**src/rtl/hw_xsat_pkg.sv**
```systemverilog
package hw_xsat_pkg;

  typedef enum logic [1:0] {
    XOP_S_ADDSUB = 2'b00,
    XOP_S_SUBADD = 2'b01,
    XOP_U_ADDSUB = 2'b10,
    XOP_U_SUBADD = 2'b11
  } xop_e;

  function automatic logic xop_unsigned(input xop_e op);
    return op[1];
  endfunction

  // lane 0 subtracts for the add/sub forms, lane 1 for the sub/add forms
  function automatic logic xop_lane_sub(input xop_e op, input int lane);
    return (lane == 0) ? ~op[0] : op[0];
  endfunction

endpackage

```
**src/rtl/hw_xsat_lane.sv**
```systemverilog
module hw_xsat_lane #(
  parameter int unsigned LANE_W = 16
) (
  input  logic [LANE_W-1:0] x_i,
  input  logic [LANE_W-1:0] y_i,
  input  logic              sub_i,
  input  logic              uns_i,
  output logic [LANE_W-1:0] z_o
);
  // two guard bits cover both unsigned and signed ranges
  localparam int unsigned EW = LANE_W + 2;
  localparam logic signed [EW-1:0] SMAX = {3'b000, {(LANE_W-1){1'b1}}};
  localparam logic signed [EW-1:0] SMIN = {3'b111, {(LANE_W-1){1'b0}}};
  localparam logic signed [EW-1:0] UMAX = {2'b00, {LANE_W{1'b1}}};

  logic signed [EW-1:0] xe, ye, raw;

  always_comb begin
    xe  = uns_i ? {2'b00, x_i} : {{2{x_i[LANE_W-1]}}, x_i};
    ye  = uns_i ? {2'b00, y_i} : {{2{y_i[LANE_W-1]}}, y_i};
    raw = sub_i ? (xe - ye) : (xe + ye);
  end

  always_comb begin
    if (uns_i) begin
      if (raw < 0)         z_o = '0;
      else if (raw > UMAX) z_o = '1;
      else                 z_o = raw[LANE_W-1:0];
    end else begin
      if (raw > SMAX)      z_o = {1'b0, {(LANE_W-1){1'b1}}};
      else if (raw < SMIN) z_o = {1'b1, {(LANE_W-1){1'b0}}};
      else                 z_o = raw[LANE_W-1:0];
    end
  end
endmodule

```
**src/rtl/hw_xsat_guard.sv**
```systemverilog
module hw_xsat_guard #(
  parameter int unsigned IDX_W    = 4,
  parameter int unsigned N_IDX    = 3,
  parameter int unsigned RESV_IDX = 15
) (
  input  logic [N_IDX-1:0][IDX_W-1:0] idx_i,
  output logic                        hit_o
);
  logic [N_IDX-1:0] hit_v;

  for (genvar g = 0; g < N_IDX; g++) begin : g_cmp
    assign hit_v[g] = (idx_i[g] == IDX_W'(RESV_IDX));
  end

  assign hit_o = |hit_v;
endmodule

```
**src/rtl/hw_xsat_unit.sv**
```systemverilog
module hw_xsat_unit
  import hw_xsat_pkg::*;
#(
  parameter int unsigned LANE_W   = 16,
  parameter int unsigned IDX_W    = 4,
  parameter int unsigned RESV_IDX = 15
) (
  input  logic                  clk_i,
  input  logic                  rst_ni,
  input  logic                  valid_i,
  input  logic [1:0]            op_i,
  input  logic                  cond_pass_i,
  input  logic [IDX_W-1:0]      rd_idx_i,
  input  logic [IDX_W-1:0]      rn_idx_i,
  input  logic [IDX_W-1:0]      rm_idx_i,
  input  logic [2*LANE_W-1:0]   opa_i,
  input  logic [2*LANE_W-1:0]   opb_i,
  output logic [2*LANE_W-1:0]   result_o,
  output logic                  wr_en_o,
  output logic                  valid_o,
  output logic                  unpred_o
);
  localparam int unsigned N_LANE = 2;
  localparam int unsigned DW     = N_LANE * LANE_W;

  xop_e            op;
  logic [DW-1:0]   res_d;
  logic            resv_hit;

  assign op = xop_e'(op_i);

  // exchange: lane g of A pairs with lane (1-g) of B
  for (genvar g = 0; g < N_LANE; g++) begin : g_lane
    hw_xsat_lane #(.LANE_W(LANE_W)) u_lane (
      .x_i   (opa_i[g*LANE_W +: LANE_W]),
      .y_i   (opb_i[(N_LANE-1-g)*LANE_W +: LANE_W]),
      .sub_i (xop_lane_sub(op, g)),
      .uns_i (xop_unsigned(op)),
      .z_o   (res_d[g*LANE_W +: LANE_W])
    );
  end

  hw_xsat_guard #(
    .IDX_W    (IDX_W),
    .N_IDX    (3),
    .RESV_IDX (RESV_IDX)
  ) u_guard (
    .idx_i ({rd_idx_i, rn_idx_i, rm_idx_i}),
    .hit_o (resv_hit)
  );

  always_ff @(posedge clk_i or negedge rst_ni) begin
    if (!rst_ni) begin
      valid_o  <= 1'b0;
      wr_en_o  <= 1'b0;
      unpred_o <= 1'b0;
      result_o <= '0;
    end else begin
      valid_o  <= valid_i;
      wr_en_o  <= valid_i & cond_pass_i & ~resv_hit;
      unpred_o <= valid_i & resv_hit;
      if (valid_i) result_o <= res_d;
    end
  end
endmodule

```
**config.mk**
```make
export PLATFORM = sky130hd
export DESIGN_NAME = hw_xsat_unit
export DESIGN_NICKNAME = d
export VERILOG_FILES = /design/src/rtl/hw_xsat_pkg.sv /design/src/rtl/hw_xsat_lane.sv /design/src/rtl/hw_xsat_guard.sv /design/src/rtl/hw_xsat_unit.sv
export SDC_FILE = /design/constraint.sdc
export NUM_CORES = 1
export LEC_CHECK = 0
export BUFFER_PORTS_ARGS = -buffer_cell sky130_fd_sc_hd__buf_4
export CORE_MARGIN = 2
export CORE_UTILIZATION = 45
export CTS_CLUSTER_SIZE = 14
export DETAILED_ROUTE_END_ITERATION = 8
export GPL_TIMING_DRIVEN = 0
export PLACE_DENSITY = 0.7
export SLEW_MARGIN = 10
export SYNTH_ARGS = -nofsm -noshare
export SYNTH_HDL_FRONTEND = slang
export SYNTH_SLANG_ARGS = --single-unit
export TNS_END_PERCENT = 30
```
**constraint.sdc**
```tcl
create_clock -name clk_i -period 1.51 [get_ports clk_i]
set_input_delay 0.2265 -clock clk_i [delete_from_list [all_inputs] [get_ports clk_i]]
set_output_delay 0.2265 -clock clk_i [all_outputs]
set_load 0.01 [all_outputs]
```
Word level (Yosys, flattened, before mapping)
Index checks and enable logic that the tools add are counted.
Word-level totals
  register bits: 35
  input port bits: 82
  word-level logic and storage cells: 40
Operators by class
  add/subtract/negate cells: 4
  magnitude comparators: 8
  equality and inequality tests: 3
  muxes and demuxes: 16
  bitwise operators: 4
  reduce and logical (&&, ||, !) cells: 1
Operators by type and width (number)
  16-bit 2-to-1 mux: 10
  18-bit 2-to-1 mux: 6
  18-bit adder: 2
  18-bit by 16-bit > comparator with 1-bit output, second input constant: 2
  18-bit by 17-bit > comparator with 1-bit output, second input constant: 2
  18-bit by 1-bit less-than comparator with 1-bit output, second input constant: 2
  18-bit by 16-bit less-than comparator with 1-bit output, second input constant: 2
  18-bit subtractor: 2
  4-bit equality test, second input constant: 3
  1-bit bitwise AND: 3
  3-bit OR reduction: 1
  1-bit inverter: 1

Depth between registers and ports, before layout
Gate-level depths: netlist of run 1.
  word-level depth: 7
  depth in mapped cells: 19
  depth with buffers taken out: 16

Cells and area by module
From an unflattened synthesis of run 1, not the netlist that was laid out.
Unflattened totals
  cells, all modules: 506
  area, all modules: 4555.6 um^2
By module, submodules not included
  hw_xsat_lane: times used 2, cells an instance 214, area each 1552.7 um^2, sequential area each 0.0 um^2
  hw_xsat_unit: times used 1, cells an instance 74, area each 1426.4 um^2, sequential area each 875.8 um^2
  hw_xsat_guard: times used 1, cells an instance 4, area each 23.8 um^2, sequential area each 0.0 um^2

Least setup slack after synthesis of run 1
OpenSTA, ideal clock, no wires.
  path kind: input-to-reg
  from: in opb_i[16]
  to: reg result_o[11]
  library setup time: 0.081 ns
  arrival time: 3.637 ns
  data required time: 1.429 ns
  path slack: -2.207 ns
  stages: 19
  path buffers: 3
  cells stage by stage: inv_1 > ha_1 > nand2b_1 > or4_1 > nor2_1 > a21oi_1 > xor2_1 > ha_1 > clkbuf_1 > nand4_1 > a2111oi_0 > o31ai_1 > mux2i_1 > and3_1 > clkbuf_1 > o2bb2ai_1 > clkbuf_1 > a21oi_1 > o22ai_2
On the way
  word-level cells in the longest chain between the ends: 7
  elaborated cells on any way between the ends: 13
  classes of those cells: add/sub: 2; order compare: 4; mux: 7
Ends and longest elaborated chain
  start: declaration: line hw_xsat_unit.sv:17  | input logic [2*LANE_W-1:0] opb_i,
  18-bit 2-to-1 mux *: line hw_xsat_lane.sv:20  | ye = uns_i ? {2'b00, y_i} : {{2{y_i[LANE_W-1]}}, y_i};
  18-bit subtractor or 18-bit adder (tied branches): line hw_xsat_lane.sv:21  | raw = sub_i ? (xe - ye) : (xe + ye);
  18-bit 2-to-1 mux *: line hw_xsat_lane.sv:21
  18-bit by 16-bit less-than comparator with 1-bit output or 18-bit by 17-bit > comparator with 1-bit output (tied branches): line hw_xsat_lane.sv:31, hw_xsat_lane.sv:27
  16-bit 2-to-1 mux, on equally long branches: line hw_xsat_lane.sv:31, hw_xsat_lane.sv:27
  16-bit 2-to-1 mux, on equally long branches: line hw_xsat_lane.sv:30, hw_xsat_lane.sv:26
  16-bit 2-to-1 mux *: line hw_xsat_lane.sv:25  | if (uns_i) begin
  end signal: assignment: line hw_xsat_unit.sv:62  | if (valid_i) result_o <= res_d;
  end: declaration: line hw_xsat_unit.sv:18  | output logic [2*LANE_W-1:0] result_o,
Every way passes the cells marked *; elsewhere a longest branch is shown, timed or not.
A chain may end at the register's enable or synchronous reset.

Final worst setup path of run 1
  from: in opb_i[16]
  to: reg result_o[14]
Same word-level chain as after synthesis.

==> results of run 1 <==
path summary, 6_finish.rpt:
| check | start | endpoint | slack (ps) | depth (start not counted) |
|---|---|---|---|---|
| setup / recovery | opb_i[16] | result_o[14] | -1820 | 19 |
| hold / removal | valid_i | valid_o | 60 | 1 |
| setup reg to reg | result_o[12] | result_o[12] | 470 | 4 |
| hold reg to reg | result_o[10] | result_o[10] | 520 | 2 |
| max in group asynchronous | rst_ni | result_o[11] | 760 | 2 |
| min in group asynchronous | rst_ni | result_o[18] | 440 | 2 |
cells in the final DEF (no fill, tap or decap), drive strengths merged, types with 2 or more instances in the layout:
cell / n
nand4: 6
ha: 36
xor2: 28
clkbuf: 20
a31oi: 12
nor4b: 2
o31ai: 2
nor3: 9
xnor2: 37
o211ai: 11
nor2: 46
and3: 6
buf: 157
nand2: 28
nand2b: 8
dfrtp: 35
o221ai: 10
a21o: 12
or4: 2
o21bai: 3
and2: 7
a21boi: 6
o21ai: 21
a211oi: 8
inv: 40
o21a: 4
o22ai: 14
nor2b: 11
nor4: 2
a2111oi: 2
mux2i: 2
a21oi: 69
nand3: 5
fa: 2
power groups by stage:
stage,logic (W),clock network [W],registers [W]
3_3_place_gp,0.00318,0,0.00144
6_report,0.00387,0.000620,0.00143
2_1_floorplan,0.00197,0,0.00156
5_1_grt,0.00420,0.000661,0.00147
3_5_place_dp,0.00325,0,0.00145
4_1_cts,0.00378,0.000629,0.00144
per-stage QoR:
| stage | worst slack (ps) | util (%) |
|---|---|---|
| finish | -1820 | 67.3 |
| detailed placement | -2630 | 58.4 |
| global placement | -2520 | 58.4 |
| floorplan | -1840 | - |
| CTS | -1800 | 66.8 |
| global route | -2050 | 67.3 |
what timing repair did:
action	4_1_cts	5_1_grt
gates cloned	3	0
buffers inserted	31	4
hold buffers	1	0
setup endpoints to repair	32	33
resized for setup	97	5
hold endpoints to repair	35	0
pin swaps	53	11
routing by layer:
layer  global-route usage [%]  wire length, um  vias to the layer above
li1                         -                -                     2210
met1                     33.8             5740                     2068
met2                     39.6             5730                      167
met3                     2.02              628                       13
met4                     4.32              126                        0
met5                        0                0                        -
flip-flops by register name, indices dropped and copies added, names as in the netlist:
signal	flops
result_o	32
wr_en_o	1
valid_o	1
unpred_o	1
critical path: cells and delay by family:
kind,cells,cell delay [ps]
buffers and inverters,4,450
AOI/OAI and AO/OA,5,760
muxes,1,170
xor gates and xnor gates,1,140
adders and majority gates,2,530
and+or+nand+nor,6,1260
logic make-up (layout without fill, tap and decap cells):
group / count (synthesis) / after routing / share of synthesized area [%]
DFF: 35 / 35 / 21.0
xor gates and xnor gates: 64 / 65 / 13.9
muxes: 3 / 3 / 0.750
buffers and inverters: 59 / 218 / 5.70
AOI/OAI and AO/OA: 184 / 184 / 29.9
and+or+nand+nor: 138 / 138 / 17.0
adders and majority gates: 38 / 38 / 11.8
cell type report:
| type | instances | area share, % |
|---|---|---|
| buffer | 18 | 2.51 |
| inverter | 40 | 2.82 |
| tap | 111 | 2.26 |
| sequential | 35 | 14.3 |
| clock buffer | 6 | 1.18 |
| timing repair buffer | 154 | 19.7 |
| multi-input combinational | 428 | 57.2 |
==> flow_summary.toml, run 1 <==
[outcome]
outcome = "complete, but fails checks"
violations = "setup timing"

[layout]
stdcell_count = 792
regArea_um2 = 876
multi_input_area_mm2 = 0.00351
drive_gt1_share_pct = 38.5
final_nets = 802
areaGrowthSynthToFinish_pct = 47.0
fin_area_mm2 = 0.00613
num-fill-cells = 772
antenna_cells = 0

[floorplanning]
rows = 35
start_util_pct = 45.8
core_area_mm2 = 0.00911
fp.dieW_um = 100
die_h_um = 100
ios = 117
dieArea_mm2 = 0.0101

[power]
power_leakage_nw = 2.77
combPwrFrac_pct = 65.3
power_density_mw_per_mm2 = 966
p_int_w = 0.00342
seqPwrFrac_pct = 24.2
ir_drop_mv = 0.412
power_w = 0.00592
clkPwrFrac_pct = 10.5
netSwitchingPower_w = 0.00251
p_sw_share_pct = 42.3

[worst_setup_path]
worst-setup-path-type = "in2reg"
crit_required_ps = 1710
critPathLaunchType = "input pin"
path_max_fanout = 5
end_kind = "flip-flop"
critPathMaxStageDelay_ps = 440
crit_slowest_cell = "or4_4"
cp_cell_sequence = "buf_12 > inv_12 > ha_4 > nand2b_4 > or4_4 > nor2_4 > a21oi_1 > xnor2_1 > ha_1 > nand2_1 > a2111oi_2 > o31ai_1 > mux2i_1 > and3_1 > clkbuf_8 > nor4b_4 > o21ai_4 > buf_6 > o22ai_2"
worst-endpoint-arrival_ps = 3530

[global_routing]
grt_max_degree = 36
grt_pass1_wl_um = 19600
grtUsageTotal_pct = 23.7
grt_pass1_vias = 4164
grt.overflow.total = 0
antenna_found_initial = 0

[timing]
tightest_slew_ps = 572
fin_setup_tns_ps = -49410
final.setup.worst_slack_ps = -1820
max-slew-margin-rel_pct = 61.9
setup_violations = 32
finalHoldViolCount = 0
skew_ps = 0
slew_viol_final = 0
rsz0062_at_grt = "yes"
hold_ws_ps = 61.7
fmax_ghz = 0.301
period_minus_slack_ps = 3330
fin_crit_sh_pct = 220

[cts]
clock_sinks = 35
clk_pin_slew_worst_paths_ps = 60
clk_latency_ps = 280
clock_path_buffers = 2
cts_tree = "built"
cts_root_buf = "clkbuf_8"
cts_made_buffers = 5
htreeDepth = 2

[synth]
syn_area_mm2 = 0.00417
synthTopCellsByCount = "a21oi_1 (69), nor2_1 (46), inv_1 (40)"
ys_seq_elements = 35
synth_cells = 521
ys_seq_area_share_pct = 21.0
yosys.area.top_type = "dfrtp_1"
ys_warn_count = 0
yosysMostFrequentCell = "a21oi_1"
ys_types = 61
synthTopCellsByArea = "dfrtp_1 (21%), ha_1 (11%), a21oi_1 (8.3%), xnor2_1 (7.8%), xor2_1 (5.5%)"
syn_area_per_cell_um2 = 8.01
syn-num-nets = 641
netlist.area_leader.share_pct = 21.0
synthArstFlopShare_pct = 100
ys.flop_type = "dfrtp_1"
synth_edf_count = 0

[place]
globalplace.congestion = 0.823
dp_cells = 748
dpl_cell_area_mm2 = 0.00532
dp_hpwl_um = 9230
io_buffers = 116

[drt]
wire_per_inst_um = 15.4
viasPerCell = 5.63
routed_wl_um = 12200
first_pass_iters = 5
vias = 4458
first_iter_violations = 191
drt_drc_violations_left = 0
ant_nets = 0

[min_path]
hp-class = "in2reg"

[job]
cap_violations = 0
Power figures use the tool's default switching activity.
==> run 2: changes to the inputs <==
--- a/config.mk
+++ b/config.mk
@@ -5,13 +5,12 @@
 export SDC_FILE = /design/constraint.sdc
 export NUM_CORES = 1
 export LEC_CHECK = 0
-export BUFFER_PORTS_ARGS = -buffer_cell sky130_fd_sc_hd__buf_4
 export CORE_MARGIN = 2
 export CORE_UTILIZATION = 45
 export CTS_CLUSTER_SIZE = 14
 export DETAILED_ROUTE_END_ITERATION = 8
+export DONT_BUFFER_PORTS = 1
 export GPL_TIMING_DRIVEN = 0
-export PLACE_DENSITY = 0.7
 export SLEW_MARGIN = 10
 export SYNTH_ARGS = -nofsm -noshare
 export SYNTH_HDL_FRONTEND = slang
==> run 2 against run 1 <==
Effect of this change:
- power shrank 7.1%
- sequential power rose by 13%
- first-iteration DRC count fell by 13%
- via count decreased by 12%
- largest power group unchanged
- register-to-register slack got worse by 80 ps
- non-clock buffer count decreased by 117
- clock power up 4.2%
- worst setup slack improved by 140 ps
- clock-buffer cell count up 1
- global-route usage down 0.24 points
- core utilization decreased by 7.2 points
- the run still ends with setup timing left
- sequential share of layout area is 1.7 points higher
==> flow_summary.toml, run 2 (synthesis results as in run 1) <==
[place]
globalplace.congestion = 0.890
pre_cts_ws_ps = -2440
io_buffers = 0
dp_hpwl_um = 8690

[worst_setup_path]
path_max_fanout = 5
end_kind = "flip-flop"
crit_required_ps = 1710
worst-endpoint-arrival_ps = 3380
worst-setup-path-type = "in2reg"
cp-startpoint = "opb_i[16]"
critPathLaunchType = "input pin"
reg2reg_from = "result_o[12]"

[timing]
setup_violations = 32
slew_viol_final = 0
period_minus_slack_ps = 3180
tightest_slew_ps = 620
fmax_ghz = 0.314
skew_ps = 0
final.setup.worst_slack_ps = -1670
max-slew-margin-rel_pct = 58.7
rsz0062_at_grt = "yes"
fin_crit_sh_pct = 211
finalHoldViolCount = 0
fin_setup_tns_ps = -44190

[floorplanning]
core_area_mm2 = 0.00911
rows = 35
die_h_um = 100
fp.dieW_um = 100
ios = 117
dieArea_mm2 = 0.0101
start_util_pct = 45.8

[layout]
largest_reg_flops = 32
final_common_cell = "a21oi_1"
drive_gt1_share_pct = 29.9
final_cell_mix = "a21oi_1 (46), nor2_1 (40), inv_1 (36)"
antenna_cells = 0
final_nets = 685
top_register = "result_o"
num-fill-cells = 804
areaGrowthSynthToFinish_pct = 31.2

[outcome]
violations = "setup timing"
outcome = "complete, but fails checks"

[power]
ir_drop_mv = 0.377
power_leakage_nw = 2.24
power_density_mw_per_mm2 = 1010

[global_routing]
grt_pass1_vias = 3934
grt_max_degree = 36
grtUsageTotal_pct = 23.5
antenna_found_initial = 0
grt.overflow.total = 0
grt_pass1_wl_um = 19300

[min_path]
hp-start = "cond_pass_i"
hp-class = "in2reg"

[drt]
first_iter_violations = 167
drt_drc_violations_left = 0
vias = 3922
first_pass_iters = 4
viasPerCell = 5.79
wire_per_inst_um = 17.4
ant_nets = 0
routed_wl_um = 11800

[job]
cap_violations = 0

[cts]
htreeDepth = 2
clk_pin_slew_worst_paths_ps = 60
clk_latency_ps = 280
cts_made_buffers = 5
clock_path_buffers = 2
clock_sinks = 35
cts_tree = "built"
cts_root_buf = "clkbuf_8"
[run 2: cell count changes in the layout (fill, tap and decap cells not counted), moves of 4 or more]
cell / delta
o221ai_1: -5
a21oi_2: +5
buf_4: -114
a21oi_1: -5
o221ai_2: +5
ha_1: -4
[run 2: path summary, 6_finish.rpt]
path | end | slack, ps | cells past startpoint
max in group asynchronous | result_o[9] | 940 | 2
setup reg to reg | result_o[12] | 390 | 4
min in group asynchronous | result_o[15] | 400 | 2
hold / removal | wr_en_o | 50 | 2
hold reg to reg | result_o[16] | 590 | 2
setup / recovery | result_o[3] | -1670 | 18
[run 2: critical path, stage by stage]
cell,delay [ps]
clkinv_16,20
ha_4,130
nand2b_4,50
or4_4,440
nor2_4,170
a21oi_1,100
xor2_1,160
ha_1,370
nand2_1,110
a2111oi_2,280
o31ai_1,140
mux2i_1,160
and3_1,190
clkbuf_8,140
nor4b_4,290
o21ai_4,120
buf_6,150
o22ai_2,120
[run 2: what timing repair did]
action | CTS | global route
endpoints found under the setup margin | 32 | 33
setup buffers | 33 | 2
cloned | 2 | 0
hold endpoints to repair | 36 | 0
resized for setup | 129 | 12
pin swaps | 59 | 2
hold buffers | 3 | 0
[run 2: routing by layer]
layer | part of all wire, % | vias up | GRT usage [%] | wire length (um)
li1 | - | 1979 | - | -
met1 | 48 | 1815 | 33.2 | 5630
met2 | 45 | 117 | 37.0 | 5280
met3 | 6.5 | 11 | 4.67 | 772
met4 | 0.92 | 0 | 5.27 | 109
met5 | 0 | - | 0 | 0
[run 2: area by class of cell]
| type | instances | area [um^2] | share of cell area [%] |
|---|---|---|---|
| clock buffer | 7 | 76.3 | 1.39 |
| sequential | 35 | 876 | 16.0 |
| multi-input combinational | 428 | 3670 | 67.0 |
| clock inverter | 1 | 5.00 | 0.0914 |
| buffer | 17 | 179 | 3.27 |
| inverter | 40 | 201 | 3.68 |
| timing repair buffer | 38 | 329 | 6.01 |
| tap | 111 | 139 | 2.54 |
[run 2: where the power goes]
part           leakage, nW  internal [W]  total, W  switching, W
registers            0.423       0.00124   0.00162      0.000383
logic                 1.78       0.00150   0.00323       0.00173
clock network       0.0422      0.000323  0.000646      0.000323
total                 2.24       0.00306   0.00550       0.00244
[run 2: metrics by stage]
stage / std cells / hold slack (ps) / utilization [%] / cell area, um^2 / total power, W
floorplan: 521 / -69.1 / - / 4310 / 0.00353
global placement: 632 / -67.9 / 48.8 / 4450 / 0.00399
detailed placement: 632 / -67.8 / 48.8 / 4450 / 0.00403
CTS: 675 / 41.2 / 59.4 / 5410 / 0.00540
global route: 677 / 63.1 / 60.1 / 5470 / 0.00590
finish: 677 / 48.7 / 60.1 / 5470 / 0.00550
==> run 3: changes to the inputs <==
--- a/config.mk
+++ b/config.mk
@@ -7,6 +7,7 @@
 export LEC_CHECK = 0
 export CORE_MARGIN = 2
 export CORE_UTILIZATION = 45
+export CTS_BUF_LIST = sky130_fd_sc_hd__clkbuf_4
 export CTS_CLUSTER_SIZE = 14
 export DETAILED_ROUTE_END_ITERATION = 8
 export DONT_BUFFER_PORTS = 1
==> run 3 against run 2 <==
Effect of this change:
- the flow still finishes with violations (setup timing)
- largest cell class unchanged
- register-to-register slack hardly changed
- clock skew did not move
- critical endpoint unchanged
- highest routed layer unchanged
- wire length decreased by 0.48%
==> flow_summary.toml, run 3 (synthesis results as in run 1) <==
[worst_setup_path]
reg2reg_setup_slack_ps = 390
rr_worst_depth = 4
cp-startpoint = "opb_i[16]"
end_kind = "flip-flop"
worst-endpoint-arrival_ps = 3390
worst-setup-path-type = "in2reg"
path_max_fanout = 5
critPathLaunchType = "input pin"
cp_cell_sequence = "clkinv_16 > ha_4 > nand2b_4 > or4_4 > nor2_4 > a21oi_1 > xor2_1 > ha_1 > nand2_1 > a2111oi_2 > o31ai_1 > mux2i_1 > and3_1 > clkbuf_8 > nor4b_4 > o21ai_4 > buf_6 > o22ai_2"
reg2reg_from = "result_o[12]"
crit_slowest_cell = "or4_4"
crit_required_ps = 1760
r2r-end = "result_o[12]"
critPathMaxStageDelay_ps = 440

[drt]
drt_drc_violations_left = 0
vias = 3939
first_pass_iters = 5
routed_wl_um = 11700
wire_per_inst_um = 17.3
first_iter_violations = 158
viasPerCell = 5.80
ant_nets = 0

[cts]
cts_root_buf = "clkbuf_4"
cts_tree = "built"
clock_path_buffers = 2
clock_sinks = 35
cts_made_buffers = 5
clk_latency_ps = 330
clk_pin_slew_worst_paths_ps = 100
htreeDepth = 2

[layout]
areaGrowthSynthToFinish_pct = 31.8
regArea_um2 = 876
multi_input_area_mm2 = 0.00370
drive_gt1_share_pct = 30.7
final_common_cell = "a21oi_1"
largest_reg_flops = 32
top_register = "result_o"
final_cell_mix = "a21oi_1 (46), nor2_1 (39), inv_1 (36)"
num-fill-cells = 799
final_nets = 686
fin_area_mm2 = 0.00550

[min_path]
hp-start = "rn_idx_i[0]"
whs_endpoint = "wr_en_o"
hp-class = "in2reg"
min_delay_path_depth = 3

[timing]
setup_violations = 32
skew_ps = 0
fmax_ghz = 0.319
final.setup.worst_slack_ps = -1630
period_minus_slack_ps = 3140
max-slew-margin-rel_pct = 58.0
slew_viol_final = 0
tightest_slew_ps = 630
rsz0062_at_grt = "yes"
fin_setup_tns_ps = -42340
finalHoldViolCount = 0
hold_ws_ps = 108
fin_crit_sh_pct = 208

[global_routing]
use_met2_pct = 36.6
antenna_found_initial = 0
grt_use_met1_pct = 33.2
grt_pass1_wl_um = 19100
top_usage_layer = "met2"
grtUsageTotal_pct = 23.2
met3_usage_pct = 4.04
grt_pass1_vias = 3908
grt_max_degree = 36
grt.overflow.total = 0

[power]
ir_drop_mv = 0.442
power_w = 0.00541
power_leakage_nw = 2.24
power_density_mw_per_mm2 = 985

[outcome]
outcome = "complete, but fails checks"
violations = "setup timing"

[place]
io_buffers = 0
pre_cts_ws_ps = -2440
dp_hpwl_um = 8690
globalplace.congestion = 0.890
dpl_cell_area_mm2 = 0.00445

[floorplanning]
ios = 117
die_h_um = 100
start_util_pct = 45.8
dieArea_mm2 = 0.0101
fp.dieW_um = 100
core_area_mm2 = 0.00911
rows = 35

[job]
cap_violations = 0
-- run 3: worst max-delay path, delay by kind of cell --
kind            cells  cell delay, ps
fa+ha+maj           2             500
simple gates        6            1250
mux                 1             160
xor+xnor            1             160
buf+inv             3             310
compound gates      5             770
-- run 3: final cells by class --
class	instances	share of cell area, %
Clock inverter	1	0.0911
Antenna cell	1	0.0455
Buffer	17	3.26
Inverter	40	3.66
Sequential cell	35	15.9
Multi-Input combinational cell	428	67.4
Timing Repair Buffer	39	6.17
Tap cell	111	2.53
Clock buffer	7	0.956
-- run 3: through the flow --
| step | std cells | util (%) |
|---|---|---|
| finish | 679 | 60.3 |
| global route | 678 | 60.3 |
| CTS | 676 | 59.6 |
| detailed placement | 632 | 48.8 |
| global placement | 632 | 48.8 |
| floorplan | 521 | - |
-- run 3: repair_timing --
item	CTS	global route
resized for setup	133	12
buffers inserted	33	2
pin swaps	59	2
hold buffers	4	0
endpoints found under the hold margin	37	0
cloned	2	0
endpoints found under the setup margin	32	32
-- run 3: metal layers --
layer  up-vias  part of all wire, %
met1      1829                   48
met3        10                  6.5
met4         0                  1.0
li1       1983                    -
met5         -                    0
met2       117                   45
-- run 3: worst max-delay path by stage --
stage,endpoint,cells after the start
floorplan,result_o[11],19
global placement,result_o[27],12
detailed placement,result_o[29],12
CTS,result_o[3],19
global route,result_o[3],15
finish,result_o[3],18
-- run 3: where the power goes --
| part | internal, W | switching [W] | total [W] |
|---|---|---|---|
| Clock | 0.000217 | 0.000301 | 0.000519 |
| Sequential | 0.00124 | 0.000383 | 0.00162 |
| Combinational | 0.00152 | 0.00175 | 0.00327 |
